===== src/rtl/ctp_pkg.sv =====
package ctp_pkg;
  localparam int REG_W   = 16;
  localparam int ADDR_W  = 3;
  localparam int GO_BIT  = 11;
  localparam int RPT_BIT = 13;
  localparam int SRC_LSB = 14;

  typedef enum logic [1:0] {
    SRC_CLK  = 2'd0,
    SRC_STC  = 2'd1,
    SRC_RTC  = 2'd2,
    SRC_PEER = 2'd3
  } trig_src_e;

  typedef enum logic [1:0] {
    RSEL_CTRL   = 2'd0,
    RSEL_COUNT  = 2'd1,
    RSEL_RELOAD = 2'd2,
    RSEL_NONE   = 2'd3
  } reg_sel_e;
endpackage


===== src/rtl/ctp_src_mux.sv =====
module ctp_src_mux
  import ctp_pkg::*;
(
  input  trig_src_e src,
  input  logic      stc_strobe,
  input  logic      rtc_strobe,
  input  logic      peer_wrap,
  output logic      trig
);
  always_comb begin
    unique case (src)
      SRC_CLK:  trig = 1'b1;
      SRC_STC:  trig = stc_strobe;
      SRC_RTC:  trig = rtc_strobe;
      SRC_PEER: trig = peer_wrap;
      default:  trig = 1'b0;
    endcase
  end
endmodule


===== src/rtl/ctp_down_counter.sv =====
module ctp_down_counter #(
  parameter int CNT_W = 11
) (
  input  logic             clk,
  input  logic             rst_n,
  input  logic             advance,
  input  logic             rpt,
  input  logic [CNT_W-1:0] reload,
  input  logic             load_sw,
  input  logic [CNT_W-1:0] sw_val,
  output logic [CNT_W-1:0] count_q,
  output logic             at_zero
);
  localparam logic [CNT_W-1:0] ONE = CNT_W'(1);

  logic [CNT_W-1:0] count_d;

  assign at_zero = (count_q == '0);

  always_comb begin
    count_d = count_q;
    if (load_sw)
      count_d = sw_val;
    else if (advance) begin
      if (at_zero)
        count_d = rpt ? reload : '0;
      else
        count_d = count_q - ONE;
    end
  end

  always_ff @(posedge clk) begin
    if (!rst_n) count_q <= '0;
    else        count_q <= count_d;
  end

  // one trigger, one step down
  a_r2_step_down: assert property (@(posedge clk) disable iff (!rst_n)
    (advance && !at_zero && !load_sw) |=> (count_q == $past(count_q) - ONE));
  // repeat wrap loads reload value
  a_r4_reload_on_wrap: assert property (@(posedge clk) disable iff (!rst_n)
    (advance && at_zero && rpt && !load_sw) |=> (count_q == $past(reload)));
  // no advance, no change
  a_r6_hold_idle: assert property (@(posedge clk) disable iff (!rst_n)
    (!advance && !load_sw) |=> $stable(count_q));
  // software load wins
  a_r8_sw_load: assert property (@(posedge clk) disable iff (!rst_n)
    load_sw |=> (count_q == $past(sw_val)));
endmodule


===== src/rtl/ctp_channel.sv =====
module ctp_channel
  import ctp_pkg::*;
#(
  parameter int CNT_W = 11
) (
  input  logic             clk,
  input  logic             rst_n,
  input  logic             stc_strobe,
  input  logic             rtc_strobe,
  input  logic             peer_wrap,
  input  logic             ctrl_we,
  input  logic             count_we,
  input  logic             reload_we,
  input  logic             wr_go,
  input  logic             wr_rpt,
  input  logic [1:0]       wr_src,
  input  logic [CNT_W-1:0] wr_val,
  output logic [CNT_W-1:0] count_q,
  output logic [CNT_W-1:0] reload_q,
  output logic             go_q,
  output logic             rpt_q,
  output logic [1:0]       src_q,
  output logic             wrap_q
);
  logic trig;
  logic tick;
  logic at_zero;
  logic wrap_d;
  logic go_d;

  ctp_src_mux u_mux (
    .src        (trig_src_e'(src_q)),
    .stc_strobe (stc_strobe),
    .rtc_strobe (rtc_strobe),
    .peer_wrap  (peer_wrap),
    .trig       (trig)
  );

  assign tick   = go_q & trig;
  assign wrap_d = tick & at_zero;

  ctp_down_counter #(.CNT_W(CNT_W)) u_cnt (
    .clk     (clk),
    .rst_n   (rst_n),
    .advance (tick),
    .rpt     (rpt_q),
    .reload  (reload_q),
    .load_sw (count_we),
    .sw_val  (wr_val),
    .count_q (count_q),
    .at_zero (at_zero)
  );

  // Software write to the control register takes priority over hardware clear
  always_comb begin
    go_d = go_q;
    if (ctrl_we)
      go_d = wr_go;
    else if (wrap_d && !rpt_q)
      go_d = 1'b0;
  end

  always_ff @(posedge clk) begin
    if (!rst_n) begin
      go_q     <= 1'b0;
      rpt_q    <= 1'b0;
      src_q    <= 2'd0;
      reload_q <= '0;
      wrap_q   <= 1'b0;
    end else begin
      go_q   <= go_d;
      wrap_q <= wrap_d;
      if (ctrl_we) begin
        rpt_q <= wr_rpt;
        src_q <= wr_src;
      end
      if (reload_we)
        reload_q <= wr_val;
    end
  end

  // a pulse only follows a terminal trigger
  a_r3_wrap_cause: assert property (@(posedge clk) disable iff (!rst_n)
    wrap_q |-> $past(tick && at_zero));
  // one-shot terminal trigger stops the timer
  a_r5_oneshot_stop: assert property (@(posedge clk) disable iff (!rst_n)
    (tick && at_zero && !rpt_q && !ctrl_we) |=> !go_q);
  // written run flag wins
  a_r10_sw_go_wins: assert property (@(posedge clk) disable iff (!rst_n)
    ctrl_we |=> (go_q == $past(wr_go)));
  // paused timer never wraps
  a_r6_no_wrap_paused: assert property (@(posedge clk) disable iff (!rst_n)
    !go_q |=> !wrap_q);
endmodule


===== src/rtl/cascade_timer_pair.sv =====
module cascade_timer_pair
  import ctp_pkg::*;
#(
  parameter int CNT_W = 11
) (
  input  logic              clk,
  input  logic              rst_n,
  input  logic              stc_strobe,
  input  logic              rtc_strobe,
  input  logic              reg_wr,
  input  logic [ADDR_W-1:0] reg_waddr,
  input  logic [REG_W-1:0]  reg_wdata,
  input  logic [ADDR_W-1:0] reg_raddr,
  output logic [REG_W-1:0]  reg_rdata,
  output logic [1:0]        wrap_irq
);
  localparam int NUM_TMR = 2;

  logic [CNT_W-1:0] cnt_a [NUM_TMR];
  logic [CNT_W-1:0] rld_a [NUM_TMR];
  logic [1:0]       src_a [NUM_TMR];
  logic             go_a  [NUM_TMR];
  logic             rpt_a [NUM_TMR];
  logic [NUM_TMR-1:0] wrap_v;
  logic             wdata_unused;

  reg_sel_e wsel;
  reg_sel_e rsel;

  assign wsel         = reg_sel_e'(reg_waddr[1:0]);
  assign rsel         = reg_sel_e'(reg_raddr[1:0]);
  assign wdata_unused = ^reg_wdata;

  for (genvar i = 0; i < NUM_TMR; i++) begin : g_tmr
    logic hit;
    assign hit = reg_wr && (reg_waddr[2] == 1'(i));

    ctp_channel #(.CNT_W(CNT_W)) u_chan (
      .clk        (clk),
      .rst_n      (rst_n),
      .stc_strobe (stc_strobe),
      .rtc_strobe (rtc_strobe),
      .peer_wrap  (wrap_v[NUM_TMR-1-i]),
      .ctrl_we    (hit && wsel == RSEL_CTRL),
      .count_we   (hit && wsel == RSEL_COUNT),
      .reload_we  (hit && wsel == RSEL_RELOAD),
      .wr_go      (reg_wdata[GO_BIT]),
      .wr_rpt     (reg_wdata[RPT_BIT]),
      .wr_src     (reg_wdata[SRC_LSB +: 2]),
      .wr_val     (reg_wdata[CNT_W-1:0]),
      .count_q    (cnt_a[i]),
      .reload_q   (rld_a[i]),
      .go_q       (go_a[i]),
      .rpt_q      (rpt_a[i]),
      .src_q      (src_a[i]),
      .wrap_q     (wrap_v[i])
    );
  end

  assign wrap_irq = wrap_v;

  always_comb begin
    reg_rdata = '0;
    unique case (rsel)
      RSEL_CTRL: begin
        reg_rdata[GO_BIT]        = go_a[reg_raddr[2]];
        reg_rdata[RPT_BIT]       = rpt_a[reg_raddr[2]];
        reg_rdata[SRC_LSB +: 2]  = src_a[reg_raddr[2]];
      end
      RSEL_COUNT:  reg_rdata[CNT_W-1:0] = cnt_a[reg_raddr[2]];
      RSEL_RELOAD: reg_rdata[CNT_W-1:0] = rld_a[reg_raddr[2]];
      default:     reg_rdata = '0;
    endcase
  end

  // cascaded timer 1 steps only one cycle after a timer-0 wrap
  a_r9_cascade_step: assert property (@(posedge clk) disable iff (!rst_n)
    (src_a[1] == 2'd3 && go_a[1] && !wrap_v[0] &&
     !(reg_wr && reg_waddr[2])) |=> $stable(cnt_a[1]));
endmodule


===== config.mk =====
export PLATFORM = sky130hd
export DESIGN_NAME = cascade_timer_pair
export DESIGN_NICKNAME = d
export VERILOG_FILES = /design/src/rtl/ctp_pkg.sv /design/src/rtl/ctp_src_mux.sv /design/src/rtl/ctp_down_counter.sv /design/src/rtl/ctp_channel.sv /design/src/rtl/cascade_timer_pair.sv
export SDC_FILE = /design/constraint.sdc
export NUM_CORES = 1
export LEC_CHECK = 0
export ABC_AREA = 0
export BUFFER_PORTS_ARGS = -buffer_cell sky130_fd_sc_hd__buf_2
export CORE_MARGIN = 3
export CORE_UTILIZATION = 57
export CTS_CLUSTER_SIZE = 28
export DETAILED_ROUTE_END_ITERATION = 16
export GPL_ROUTABILITY_DRIVEN = 0
export PLACE_DENSITY = 0.75
export SYNTH_ARGS = -nofsm -noshare
export SYNTH_HDL_FRONTEND = slang
export SYNTH_SLANG_ARGS = --single-unit

===== constraint.sdc =====
create_clock -name clk -period 5.5 [get_ports clk]
set_input_delay 0.55 -clock clk [delete_from_list [all_inputs] [get_ports clk]]
set_output_delay 0.55 -clock clk [all_outputs]
set_load 0.02 [all_outputs]

==> results of run 1 <==
state kept, by name (all words and copies together) (netlist names):
| name | cells |
|---|---|
| g_tmr.u_chan.src_q | 4 |
| g_tmr.u_chan.go_q | 2 |
| g_tmr.u_chan.wrap_q | 2 |
| g_tmr.u_chan.rpt_q | 2 |
| g_tmr.u_chan.reload_q | 22 |
| g_tmr.u_chan.u_cnt.count_q | 22 |
through the flow:
step	hold slack [ns]	setup slack (ns)	util	area, um2
2_1_floorplan	0.453	3.15	-	3590
3_3_place_gp	0.474	3.05	0.620	3740
3_5_place_dp	0.481	3.04	0.620	3740
4_1_cts	0.497	3.04	0.644	3880
5_1_grt	0.503	2.92	0.644	3880
6_report	0.499	3.02	0.644	3880
worst max path at each step:
stage                             from            to  slack, ns  cells past startpoint
final                     reg_raddr[2]  reg_rdata[9]       3.02                      5
after global routing      reg_raddr[2]  reg_rdata[9]       2.92                      5
after CTS                 reg_raddr[2]  reg_rdata[9]       3.04                      5
after detailed placement  reg_raddr[2]  reg_rdata[9]       3.04                      5
after global placement    reg_raddr[2]  reg_rdata[9]       3.05                      5
after floorplan           reg_raddr[2]  reg_rdata[0]       3.15                      6
synthesized netlist by cell type (10+ instances only):
master	count	area (um2)
a22oi_1	11	82.6
a21boi_0	22	165
nor2b_1	24	150
o21ai_0	18	90.1
o211ai_1	10	75.1
inv_1	12	45.0
dfxtp_1	54	1080
a21oi_1	11	55.1
nand2_1	67	251
nor2_1	22	82.6
clkbuf_1	26	97.6
mux2i_1	17	170
nand3_1	10	50.1
or3_1	14	87.6
nor3_1	16	80.1
mux2_2	20	225
a31oi_1	14	87.6
logic make-up (layout without fill, tap and decap cells):
kind of cell             count (synthesis)  after routing
buffers and inverters                   47             65
AND/OR/NAND/NOR                        184            184
adder cells (fa/ha/maj)                  7              7
flip-flops                              54             54
AO/OA/AOI/OAI                          109            109
XOR/XNOR                                 6              6
other                                    1              1
multiplexers                            37             37
worst max-delay path, delay by kind of cell:
kind            cells  cell delay, ns
buf+inv             2            0.64
mux                 1            0.40
compound gates      1            0.26
simple gates        1            0.08
layout make-up:
type                    count  area (um2)
clock buffers               6        82.6
fillers                   543        2150
clock inverters             2        60.1
flip-flops and latches     54        1080
inverters                  12        45.0
multi-input cells         344        2280
well taps                  75        93.8
repair buffers             45         233
power breakdown:
group | switching (mW) | internal (mW)
Combinational | 0.124 | 0.0908
Clock | 0.136 | 0.194
Sequential | 0.0201 | 0.404
Total | 0.280 | 0.689
routing by layer:
layer  track usage  wire length, um  part of all wire  vias to the layer above
met1         0.349             4240              0.44                     1543
met3        0.0301              617             0.064                       10
met2         0.470             4680              0.48                      127
li1              -                -                 -                     1644
met5             0                0                 0                        -
met4        0.0633              121             0.013                        0
==> flow_summary.toml, run 1 <==
[status]
outcome = "completed"

[logic_synthesis]
muxShareOfSynthArea = 0.110
synth_compound_area_frac = 0.212
synthesis.instances = 445
synth-edff-count = 0
ys_types = 53
synth-xor-area-share = 0.0146
synthArstFlopShare = 0
yosys.area_share.simple = 0.274
synth_flop_cell = "dfxtp_1"
ys_seq_area_frac = 0.301
yosysWarnings = 0
synth_fa_ha_area_frac = 0.0244
ys_seq_elements = 54
netlist_area_um2 = 3590
syn-num-nets = 479
avgSynthCellArea_um2 = 8.06
synth_top_family_by_area = "simple AND/OR/NAND/NOR gates"

[power_and_ir_drop]
vdd_drop_max_mv = 0.120
design_power_total_mw = 0.968
p_leak_nw = 1.53
power.density_nw_per_um2 = 250

[run]
maxCapViolCount = 0

[timing]
hold_violations = 0
finalMaxSlewViolations = 0
fin_crit_sh = 0.452
fin_setup_tns_ns = 0
max_slew.worst_pin.slew_ns = 0.973
max_freq_mhz = 403
period_minus_slack_ns = 2.48
slew_headroom = 0.350
fin_skew_ns = 0.00541
setup_violations = 0
rsz0062_at_grt = "no"

[worst_setup_path]
rrSetupSlack_ns = 3.12
crit_path_frequent_cell = "buf_2"
critPathCaptureType = "output port"
critPathKind = "in -> out"
rr_startpoint = "g_tmr[0].u_chan.u_cnt.count_q[0]$_SDFFE_PN0P_"
r2r_cells = 6
worstPathCellList = "buf_2, mux2_2, a22oi_1, nor2b_1, buf_2"
worstPathMaxFanout = 29
slowest_delay_ns = 0.48
cp_data_arrival_time_ns = 1.93
startpoint_type = "primary input"
critPathSlowestCell = "buf_2"
critPathRequiredTime_ns = 4.95
rr_endpoint = "g_tmr[0].u_chan.go_q$_SDFFE_PN0P_"

[clocking]
insertion_delay_ns = 0.31
cts_buffer_depth = 2
post_cts_buffers = 0
ctsRootBufferMaster = "clkbuf_8"
htree_levels = 2
cts_tree = "done"
clk_pin_slew_worst_paths_ns = 0.10
clock_sinks = 54
cts_hold_buf = 0
ctsResizeCount = 0
numCtsBuffers = 5

[placed_design]
dp_hpwl_um = 6860
dp_cells = 530
io_buffers = 42

[global_routing]
grt_overflow_total = 0
grt.total_usage = 0.267
grt_pass1_vias = 3172
grt_max_degree = 61
grt_antenna_before_repair = 0
grt_pass1_wl_um = 15600

[floorplan]
initial_utilization = 0.596
rows = 28
die_area_um2 = 7280
die_h_um = 85.3
core_um2 = 6030
die_w_um = 85.3
io_pins = 45

[detailed_routing]
ant_nets = 0
drt_iter0_drc = 285
wl_um = 9660
drc_errors = 0
via_count = 3324
vias_per_cell = 6.18
wl_per_cell_um = 17.9
first_pass_iters = 4

[layout]
layout.nets = 496
finalNonFillerCells = 538
n_antenna_cell = 0
synthToLayoutAreaGrowth_pct = 8.12
drive_gt1_frac = 0.181
final_common_cell = "nand2_1"
final_cell_mix = "nand2_1 (67), dfxtp_1 (54), buf_2 (42), nor2b_1 (24)"

[worst_hold_path]
worstHoldStart = "g_tmr[1].u_chan.reload_q[2]$_SDFFE_PN0P_"
min_to = "g_tmr[1].u_chan.reload_q[2]$_SDFFE_PN0P_"
hold_path_depth = 2
min_path_type = "reg -> reg"
No activity file was read; power rests on OpenSTA's default activity.
==> inputs of run 2 (changes only) <==
==> constraint.sdc (replaced) <==
create_clock -name clk -period 2.4 [get_ports clk]
set_input_delay 0.24 -clock clk [delete_from_list [all_inputs] [get_ports clk]]
set_output_delay 0.24 -clock clk [all_outputs]
set_load 0.02 [all_outputs]
==> flow_summary.toml, run 2 (synthesis gave the netlist of run 1 again) <==
[floorplan]
rows = 28
io_pins = 45
die_area_um2 = 7280
core_um2 = 6030
initial_utilization = 0.596
die_w_um = 85.3
die_h_um = 85.3

[timing]
rsz0062_at_grt = "no"
hold_violations = 0
period_minus_slack_ns = 2.18
setup_violations = 0
slew_headroom = 0.493
max_freq_mhz = 459
max_slew.worst_pin.slew_ns = 0.758
finalMaxSlewViolations = 0
fin_setup_tns_ns = 0
fin_skew_ns = 0.00349
fin_crit_sh = 0.908
hold_ws_ns = 0.182
fin_ws_ns = 0.220

[global_routing]
grt_antenna_before_repair = 0
grt_overflow_total = 0
grt_pass1_wl_um = 15800
grt.total_usage = 0.272
grt_max_degree = 31
grt_pass1_vias = 3246

[power_and_ir_drop]
power.density_nw_per_um2 = 518
combPwrFrac = 0.258
switching_share = 0.328
clockPowerShare = 0.266
p_sw_mw = 0.669
vdd_drop_max_mv = 0.322
p_int_mw = 1.37
seq_power_share = 0.476
p_leak_nw = 1.57

[clocking]
insertion_delay_ns = 0.32
ctsResizeCount = 0
cts_tree = "done"
ctsRootBufferMaster = "clkbuf_8"
clk_pin_slew_worst_paths_ns = 0.10
cts_buffer_depth = 2
post_cts_buffers = 0
numCtsBuffers = 5
htree_levels = 2
clock_sinks = 54
cts_hold_buf = 0

[worst_setup_path]
critPathCaptureType = "flop"
startpoint_type = "flop"
startpoint = "g_tmr[0].u_chan.u_cnt.count_q[0]$_SDFFE_PN0P_"
r2r_cells = 7
critPathKind = "reg -> reg"
crit_end = "g_tmr[0].u_chan.u_cnt.count_q[10]$_SDFFE_PN0P_"
worstPathMaxFanout = 6
cp_data_arrival_time_ns = 2.40
rr_startpoint = "g_tmr[0].u_chan.u_cnt.count_q[0]$_SDFFE_PN0P_"
rrSetupSlack_ns = 0.22
rr_endpoint = "g_tmr[0].u_chan.u_cnt.count_q[10]$_SDFFE_PN0P_"
critPathRequiredTime_ns = 2.62

[layout]
n_antenna_cell = 0
largestRegisters = "g_tmr.u_chan.reload_q: 22 flops, g_tmr.u_chan.u_cnt.count_q: 22 flops, g_tmr.u_chan.src_q: 4 flops"
utilization = 0.652
synthToLayoutAreaGrowth_pct = 9.48
nFillCells = 558
layout.nets = 509
final_common_cell = "nand2_1"
final_cell_mix = "nand2_1 (67), dfxtp_1 (54), buf_2 (42), nor2b_1 (24)"
drive_gt1_frac = 0.204

[detailed_routing]
wl_per_cell_um = 18.0
wl_um = 9920
ant_nets = 0
drt_iter0_drc = 223
drc_errors = 0
vias_per_cell = 6.18
first_pass_iters = 4
via_count = 3404

[run]
maxCapViolCount = 0

[placed_design]
io_buffers = 42
dp_hpwl_um = 7190
dpl_worst_slack_ns = 0.264

[worst_hold_path]
min_path_type = "in -> reg"

[status]
outcome = "completed"
-- run 2: cell count changes in the layout (fill, tap and decap cells not counted) --
cell and change:
buf_4 +13, bufinv_16 -2, clkbuf_8 -1, clkinv_4 +1
clkinvlp_4 +1, inv_6 +1
-- run 2: worst min path at each step --
stage,startpoint,end,cells past startpoint,slack (ns)
after floorplan,reg_wdata[6],g_tmr[1].u_chan.u_cnt.count_q[6]$_SDFFE_PN0P_,2,0.37
after global placement,g_tmr[1].u_chan.reload_q[9]$_SDFFE_PN0P_,g_tmr[1].u_chan.reload_q[9]$_SDFFE_PN0P_,2,0.47
after detailed placement,g_tmr[1].u_chan.reload_q[9]$_SDFFE_PN0P_,g_tmr[1].u_chan.reload_q[9]$_SDFFE_PN0P_,2,0.48
after CTS,reg_wdata[11],g_tmr[1].u_chan.go_q$_SDFFE_PN0P_,3,0.17
after global routing,reg_wdata[11],g_tmr[1].u_chan.go_q$_SDFFE_PN0P_,3,0.18
final,reg_wdata[11],g_tmr[1].u_chan.go_q$_SDFFE_PN0P_,3,0.18
-- run 2: layout make-up --
class,count,area [um2],share of cell area
repair buffers,58,330,0.0841
flip-flops and latches,54,1080,0.275
inverters,12,45.0,0.0115
clock buffers,5,68.8,0.0175
clock inverters,3,25.0,0.00637
multi-input cells,344,2280,0.582
well taps,75,93.8,0.0239
-- run 2: worst max-delay path, stage by stage, from the launching register on --
cell and delay, ns:
dfxtp_1 0.36, inv_1 0.11, ha_1 0.21, or4b_4 0.52, nor4_2 0.26, mux2_2 0.36, a311oi_1 0.19, nor3_1 0.06
-- run 2: per-stage QoR --
stage          std cells  area (um2)  total power [mW]
2_1_floorplan        445        3590              1.38
3_3_place_gp         543        3830              1.49
3_5_place_dp         543        3830              1.50
4_1_cts              551        3930              2.04
5_1_grt              551        3930              2.14
6_report             551        3930              2.04
-- run 2: power by group through the flow --
| stage | Combinational, mW | Clock [mW] | Sequential, mW |
|---|---|---|---|
| finish | 0.525 | 0.542 | 0.970 |
| global placement | 0.503 | 0 | 0.989 |
| detailed placement | 0.513 | 0 | 0.990 |
| floorplan | 0.410 | 0 | 0.971 |
| CTS | 0.519 | 0.549 | 0.969 |
| global route | 0.575 | 0.585 | 0.975 |
-- run 2: metal layers --
metal / up-vias / GRT usage / routed length (um)
li1: 1654 / - / -
met1: 1574 / 0.344 / 4210
met2: 156 / 0.461 / 4730
met3: 20 / 0.0553 / 765
met4: 0 / 0.0849 / 209
met5: - / 0 / 0
